[src/rtl/acl_pwr_pkg.sv]
package acl_pwr_pkg;
  typedef enum logic [2:0] {
    ST_ACTIVE     = 3'd0,
    ST_PD_FRAME   = 3'd1,
    ST_HALTED     = 3'd2,
    ST_HOLD_DONE  = 3'd3,
    ST_WAKING     = 3'd4,
    ST_WAIT_READY = 3'd5
  } seq_state_e;

  // strobes from control to datapath
  typedef struct packed {
    logic runFrame;
    logic genPd;
    logic passAudio;
    logic warmPulse;
    logic coldRst;
    logic clrReady;
    logic latchPd;
  } seq_strobe_t;
endpackage

[src/rtl/acl_pwr_ctrl.sv]
module acl_pwr_ctrl
  import acl_pwr_pkg::*;
#(
  parameter int HOLD_CYC = 10240,
  parameter int WARM_CYC = 125,
  parameter int RST_CYC  = 125
) (
  input  logic        clk,
  input  logic        rstN,
  input  logic        pdReq,
  input  logic        wakeReq,
  input  logic        deepPd,
  input  logic        frameEnd,
  input  logic        codecReady,
  output seq_state_e  stateQ,
  output seq_strobe_t strobe
);
  localparam int CNT_MAX = (HOLD_CYC > WARM_CYC) ?
                           ((HOLD_CYC > RST_CYC) ? HOLD_CYC : RST_CYC) :
                           ((WARM_CYC > RST_CYC) ? WARM_CYC : RST_CYC);
  localparam int CW = $clog2(CNT_MAX + 1);

  logic          pdPend;
  logic          wakePend;
  logic          coldMode;
  logic [CW-1:0] cnt;
  logic [CW-1:0] wakeLast;

  assign wakeLast = coldMode ? CW'(RST_CYC - 1) : CW'(WARM_CYC - 1);

  always_ff @(posedge clk) begin
    if (!rstN) begin
      stateQ   <= ST_ACTIVE;
      pdPend   <= 1'b0;
      wakePend <= 1'b0;
      coldMode <= 1'b0;
      cnt      <= '0;
    end else begin
      if (wakeReq && (stateQ == ST_HALTED || stateQ == ST_HOLD_DONE))
        wakePend <= 1'b1;
      case (stateQ)
        ST_ACTIVE: begin
          if (pdReq) pdPend <= 1'b1;
          if (frameEnd && pdPend) begin
            stateQ <= ST_PD_FRAME;
            pdPend <= 1'b0;
          end
        end
        ST_PD_FRAME: begin
          if (frameEnd) begin
            stateQ <= ST_HALTED;
            cnt    <= '0;
          end
        end
        ST_HALTED: begin
          if (cnt == CW'(HOLD_CYC - 1)) stateQ <= ST_HOLD_DONE;
          else cnt <= cnt + 1'b1;
        end
        ST_HOLD_DONE: begin
          if (wakePend) begin
            stateQ   <= ST_WAKING;
            wakePend <= 1'b0;
            coldMode <= deepPd;
            cnt      <= '0;
          end
        end
        ST_WAKING: begin
          if (cnt == wakeLast) stateQ <= ST_WAIT_READY;
          else cnt <= cnt + 1'b1;
        end
        ST_WAIT_READY: begin
          if (codecReady) stateQ <= ST_ACTIVE;
        end
        default: stateQ <= ST_ACTIVE;
      endcase
    end
  end

  always_comb begin
    strobe.runFrame  = (stateQ == ST_ACTIVE) || (stateQ == ST_PD_FRAME) ||
                       (stateQ == ST_WAIT_READY);
    strobe.genPd     = (stateQ == ST_PD_FRAME);
    strobe.passAudio = (stateQ == ST_ACTIVE);
    strobe.warmPulse = (stateQ == ST_WAKING) && !coldMode;
    strobe.coldRst   = (stateQ == ST_WAKING) && coldMode;
    strobe.clrReady  = (stateQ == ST_HALTED);
    strobe.latchPd   = (stateQ == ST_ACTIVE) && pdReq;
  end
endmodule

[src/rtl/acl_pwr_dp.sv]
module acl_pwr_dp
  import acl_pwr_pkg::*;
#(
  parameter int         SLOT0_BITS = 16,
  parameter int         SLOT_BITS  = 20,
  parameter int         NUM_SLOTS  = 12,
  parameter logic [6:0] PD_INDEX   = 7'h26,
  parameter int         PD_BIT     = 12
) (
  input  logic        clk,
  input  logic        rstN,
  input  logic        bitTick,
  input  logic        sdataIn,
  input  logic        audioBit,
  input  logic [15:0] pdData,
  input  seq_strobe_t strobe,
  output logic        frameEnd,
  output logic        codecReady,
  output logic        syncOut,
  output logic        sdataOut,
  output logic        resetNOut,
  output logic        audioEn
);
  localparam int FRAME_BITS = SLOT0_BITS + NUM_SLOTS * SLOT_BITS;
  localparam int BW         = $clog2(FRAME_BITS);
  localparam int HEAD_BITS  = SLOT0_BITS + 2 * SLOT_BITS;

  logic [BW-1:0]        bitCnt;
  logic [15:0]          pdWord;
  logic [HEAD_BITS-1:0] frameHead;
  logic                 pdBit;

  always_ff @(posedge clk) begin
    if (!rstN) begin
      bitCnt     <= '0;
      codecReady <= 1'b0;
      pdWord     <= '0;
    end else begin
      if (!strobe.runFrame) bitCnt <= '0;
      else if (bitTick)
        bitCnt <= (bitCnt == BW'(FRAME_BITS - 1)) ? '0 : bitCnt + 1'b1;
      if (strobe.clrReady) codecReady <= 1'b0;
      else if (strobe.runFrame && bitTick && bitCnt == '0) codecReady <= sdataIn;
      if (strobe.latchPd) pdWord <= pdData;
    end
  end

  // tag: frame valid, slot 1 valid, slot 2 valid; slot 1 write command; slot 2 data
  assign frameHead = {3'b111, {(SLOT0_BITS - 3){1'b0}},
                      1'b0, PD_INDEX, {(SLOT_BITS - 8){1'b0}},
                      pdWord | (16'd1 << PD_BIT), {(SLOT_BITS - 16){1'b0}}};

  always_comb begin
    pdBit = 1'b0;
    for (int i = 0; i < HEAD_BITS; i++)
      if (bitCnt == BW'(i)) pdBit = frameHead[HEAD_BITS - 1 - i];
  end

  assign frameEnd  = strobe.runFrame && bitTick && (bitCnt == BW'(FRAME_BITS - 1));
  assign audioEn   = strobe.passAudio && codecReady;
  assign syncOut   = strobe.warmPulse || (strobe.runFrame && (bitCnt < BW'(SLOT0_BITS)));
  assign sdataOut  = strobe.genPd ? pdBit : (audioEn && audioBit);
  assign resetNOut = !strobe.coldRst;
endmodule

[src/rtl/acl_pwr_seq.sv]
module acl_pwr_seq
  import acl_pwr_pkg::*;
#(
  parameter int SLOT0_BITS  = 16,
  parameter int SLOT_BITS   = 20,
  parameter int NUM_SLOTS   = 12,
  parameter int CLK_PER_BIT = 10,
  parameter int HOLD_FRAMES = 4,
  parameter int HOLD_CYC    = HOLD_FRAMES * (SLOT0_BITS + NUM_SLOTS * SLOT_BITS) * CLK_PER_BIT,
  parameter int WARM_CYC    = 125,
  parameter int RST_CYC     = 125
) (
  input  logic        clk,
  input  logic        rstN,
  input  logic        bitTick,
  input  logic        pdReq,
  input  logic [15:0] pdData,
  input  logic        wakeReq,
  input  logic        deepPd,
  input  logic        sdataIn,
  input  logic        audioBit,
  output logic        syncOut,
  output logic        sdataOut,
  output logic        resetNOut,
  output logic        audioEn,
  output logic [2:0]  seqState
);
  seq_state_e  stateQ;
  seq_strobe_t strobe;
  logic        frameEnd;
  logic        codecReady;

  acl_pwr_ctrl #(
    .HOLD_CYC(HOLD_CYC), .WARM_CYC(WARM_CYC), .RST_CYC(RST_CYC)
  ) u_ctrl (
    .clk(clk), .rstN(rstN), .pdReq(pdReq), .wakeReq(wakeReq), .deepPd(deepPd),
    .frameEnd(frameEnd), .codecReady(codecReady), .stateQ(stateQ), .strobe(strobe)
  );

  acl_pwr_dp #(
    .SLOT0_BITS(SLOT0_BITS), .SLOT_BITS(SLOT_BITS), .NUM_SLOTS(NUM_SLOTS)
  ) u_dp (
    .clk(clk), .rstN(rstN), .bitTick(bitTick), .sdataIn(sdataIn), .audioBit(audioBit),
    .pdData(pdData), .strobe(strobe), .frameEnd(frameEnd), .codecReady(codecReady),
    .syncOut(syncOut), .sdataOut(sdataOut), .resetNOut(resetNOut), .audioEn(audioEn)
  );

  assign seqState = stateQ;
endmodule

[config.mk]
export PLATFORM = sky130hd
export DESIGN_NAME = acl_pwr_seq
export DESIGN_NICKNAME = d
export VERILOG_FILES = /design/src/rtl/acl_pwr_pkg.sv /design/src/rtl/acl_pwr_ctrl.sv /design/src/rtl/acl_pwr_dp.sv /design/src/rtl/acl_pwr_seq.sv
export SDC_FILE = /design/constraint.sdc
export NUM_CORES = 1
export LEC_CHECK = 0
export ABC_CLOCK_PERIOD_IN_PS = 3300
export BUFFER_PORTS_ARGS = -buffer_cell sky130_fd_sc_hd__buf_2
export CAP_MARGIN = 25
export CORE_MARGIN = 5
export CORE_UTILIZATION = 58
export CTS_CLUSTER_DIAMETER = 30
export CTS_CLUSTER_SIZE = 24
export DETAILED_ROUTE_END_ITERATION = 10
export GPL_TIMING_DRIVEN = 0
export PLACE_DENSITY = 0.79
export SYNTH_ARGS = -nofsm -noshare
export SYNTH_HDL_FRONTEND = slang
export SYNTH_HIERARCHICAL = 1
export SYNTH_SLANG_ARGS = --single-unit
export TNS_END_PERCENT = 30
[constraint.sdc]
create_clock -name clk -period 3.3 [get_ports clk]
set_input_delay 0.66 -clock clk [delete_from_list [all_inputs] [get_ports clk]]
set_output_delay 0.66 -clock clk [all_outputs]
set_load 0.02 [all_outputs]
==> flow_metrics.py <==
metrics = {
    "global_routing": {
        "grt_pass1_wl_mm": 10.8,
        "antenna_found_initial": 0,
        "grt_remaining_overflow": 0,
        "grt_usage": 0.216,
        "grt_pass1_vias": 2381,
        "grt_max_degree": 13,
    },
    "routing": {
        "wl_mm": 6.20,
        "drc": 0,
        "first_iter_violations": 142,
        "postRouteAntennaNets": 0,
        "wire_per_inst_um": 15.4,
        "viasPerCell": 5.93,
        "firstDrtPassIters": 4,
        "vias": 2389,
    },
    "run_status": {
        "status": "completed",
    },
    "setup_path": {
        "critPathSlowestCell": "or4_1",
        "rr_startpoint": "u_dp/bitCnt[0]",
        "critical_path.top_delay_family": "buffers and inverters",
        "slowest_delay_ns": 0.50,
        "cp.arrival_ns": 2.41,
        "worstPathCellList": "inv_1, ha_1, clkbuf_1, a221oi_1, or4_1, o2111ai_1, a21oi_1, nor2_1, buf_2",
        "regToRegSetupSlack_ns": 0.29,
        "r2r_end": "u_ctrl/cnt[8]",
        "cp_max_fo": 10,
        "required_ns": 2.64,
        "rr_worst_depth": 11,
        "cp.buffers_inverters": 3,
        "crit_type": "reg2out",
        "cp-start-kind": "flip-flop",
        "end_kind": "primary output",
    },
    "timing": {
        "slew_violations": 0,
        "rsz0062_at_grt": "yes",
        "period_needed_ns": 3.07,
        "timing.fmax_mhz": 326,
        "tightest_slew_ns": 0.590,
        "max_slew_margin": 0.607,
        "setup_violations": 0,
        "clock_skew_ns": 0.00608,
        "setup_ws_ns": 0.231,
        "hold_ws_ns": 0.495,
        "hold_viol_final": 0,
        "period_share": 0.930,
    },
    "clock_network": {
        "clockBufferDepth": 2,
        "clkLatencyLatePin_ns": 0.30,
        "root_buffer": "clkbuf_8",
        "cts_buffers": 5,
        "cts_htree_levels": 2,
        "cts_tree": "built",
        "cts_num_sinks": 44,
        "clk_pin_slew_worst_paths_ns": 0.08,
    },
    "layout": {
        "layout_common_cells": "44 x dfxtp_1, 30 x buf_2, 28 x nor2_1, 28 x nor2b_1, 20 x nand2_1",
        "layout.cells.most_common": "dfxtp_1",
        "fin_nets": 379,
        "diodes": 0,
        "area_growth_pct": 11.3,
        "drive_gt1_frac": 0.203,
        "nFillCells": 402,
        "utilization": 0.654,
    },
    "hold_path": {
        "min_from": "u_ctrl/pdPend",
        "hold_path_class": "reg2reg",
        "hold_path_depth": 1,
        "hold_path_end": "u_ctrl/pdPend",
    },
    "power": {
        "max-vdd-ir-drop_uv": 165,
        "powerDensity_nw_per_um2": 345,
        "leakage_nw": 1.17,
    },
    "place": {
        "port_buffers": 29,
        "hpwlAfterDp_mm": 4.59,
        "gp_congestion": 0.917,
        "dp_slack_ns": 0.167,
    },
    "yosys": {
        "synth.distinct_cells": 66,
        "syn_area_per_cell_um2": 8.75,
        "yosysSeqAreaShare": 0.322,
        "synthCells": 313,
        "syn_area_um2": 2740,
        "synth_seq_cells": 44,
        "synthFlopType": "dfxtp_1",
        "synth_edf_count": 0,
        "async_flop_share": 0,
        "syn_nets": 343,
        "ys_warn_count": 6,
    },
    "floorplanning": {
        "io_pins": 31,
        "start_util": 0.587,
        "num_rows": 25,
        "fp.dieW_um": 78.7,
        "dieArea_um2": 6190,
        "core_area_um2": 4660,
        "die_h_um": 78.7,
    },
    "flow_run": {
        "timing.max_cap.violations": 0,
    },
}
## sequential cells by signal, summed over array words and instances, names as in the netlist
name / flops
u_dp/pdWord: 15
u_dp/codecReady: 1
u_ctrl/pdPend: 1
u_ctrl/wakePend: 1
u_ctrl/coldMode: 1
u_dp/bitCnt: 8
u_ctrl/cnt: 14
u_ctrl/stateQ: 3
## through the flow
stage                     std cells  instance area (µm²)  power (W)  setup TNS, ns
after floorplan                 313                 2740   0.000656              0
after global placement          396                 2950   0.000693              0
after detailed placement        396                 2950   0.000697              0
after CTS                       403                 3050    0.00106              0
after global routing            403                 3050    0.00110        -0.0467
final                           403                 3050    0.00105              0
## layout make-up
cell class              count  area (µm²)  share of cell area
repair buffers             29         145              0.0476
well taps                  54        67.6              0.0222
plain buffers              18         139              0.0456
clock buffers               7        96.3              0.0316
flip-flops and latches     44         881               0.289
multi-input cells         239        1670               0.549
inverters                  12        45.0              0.0148
## metal layers
| layer | track usage | vias to the layer above | wire length [µm] |
|---|---|---|---|
| li1 | - | 1225 | - |
| met1 | 0.250 | 1118 | 2760 |
| met5 | 0 | - | 0 |
| met3 | 0.0465 | 7 | 202 |
| met2 | 0.390 | 39 | 3150 |
| met4 | 0.0769 | 0 | 78 |
## cell usage after synthesis (6+ instances only)
master	instances	area, µm²
dfxtp_1	44	881
nor2_1	28	105
nor2b_1	28	175
nand2_1	20	75.1
mux2i_1	18	180
a21oi_1	15	75.1
inv_1	12	45.0
nand3_1	10	50.1
o311ai_1	9	78.8
clkbuf_1	7	26.3
nor3_1	7	35.0
o21ai_0	7	35.0
and2_1	6	37.5
buf_6	6	67.6
ha_1	6	75.1
nand4_1	6	37.5
## repair_timing
| action | in CTS | in global routing |
|---|---|---|
| setup endpoints to repair | 0 | 6 |
| resized for setup | 0 | 2 |
| hold buffers | 0 | 0 |
| buffers inserted | 0 | 0 |
## cell families (layout without fill, tap and decap cells)
kind of cell	count (synthesis)	count (layout)	synth area share
AND/OR/NAND/NOR	139	139	0.298
AO/OA/AOI/OAI	69	69	0.198
flip-flops	44	44	0.322
buffers and inverters	30	66	0.0667
multiplexers	18	18	0.0658
XOR/XNOR	7	7	0.0224
adder cells (fa/ha/maj)	6	6	0.0274
## worst max-delay path by stage
stage | startpoint | endpoint | slack, ns | cells past startpoint
floorplan | u_dp/bitCnt[0] | u_ctrl/cnt[6] | 0.61 | 11
global placement | u_dp/bitCnt[0] | u_ctrl/cnt[8] | 0.27 | 11
detailed placement | u_dp/bitCnt[0] | u_ctrl/cnt[4] | 0.17 | 11
CTS | u_dp/bitCnt[0] | u_ctrl/cnt[8] | 0.18 | 11
global route | u_dp/bitCnt[1] | sdataOut | -0.05 | 10
finish | u_dp/bitCnt[0] | sdataOut | 0.23 | 9
## power by group
group | internal [W] | switching [W] | total [W]
sequential | 0.000546 | 0.0000132 | 0.000559
combinational | 0.0000586 | 0.0000667 | 0.000125
clock | 0.000187 | 0.000179 | 0.000366
total | 0.000791 | 0.000259 | 0.00105
Note: power is estimated with default switching activity, not from simulation.
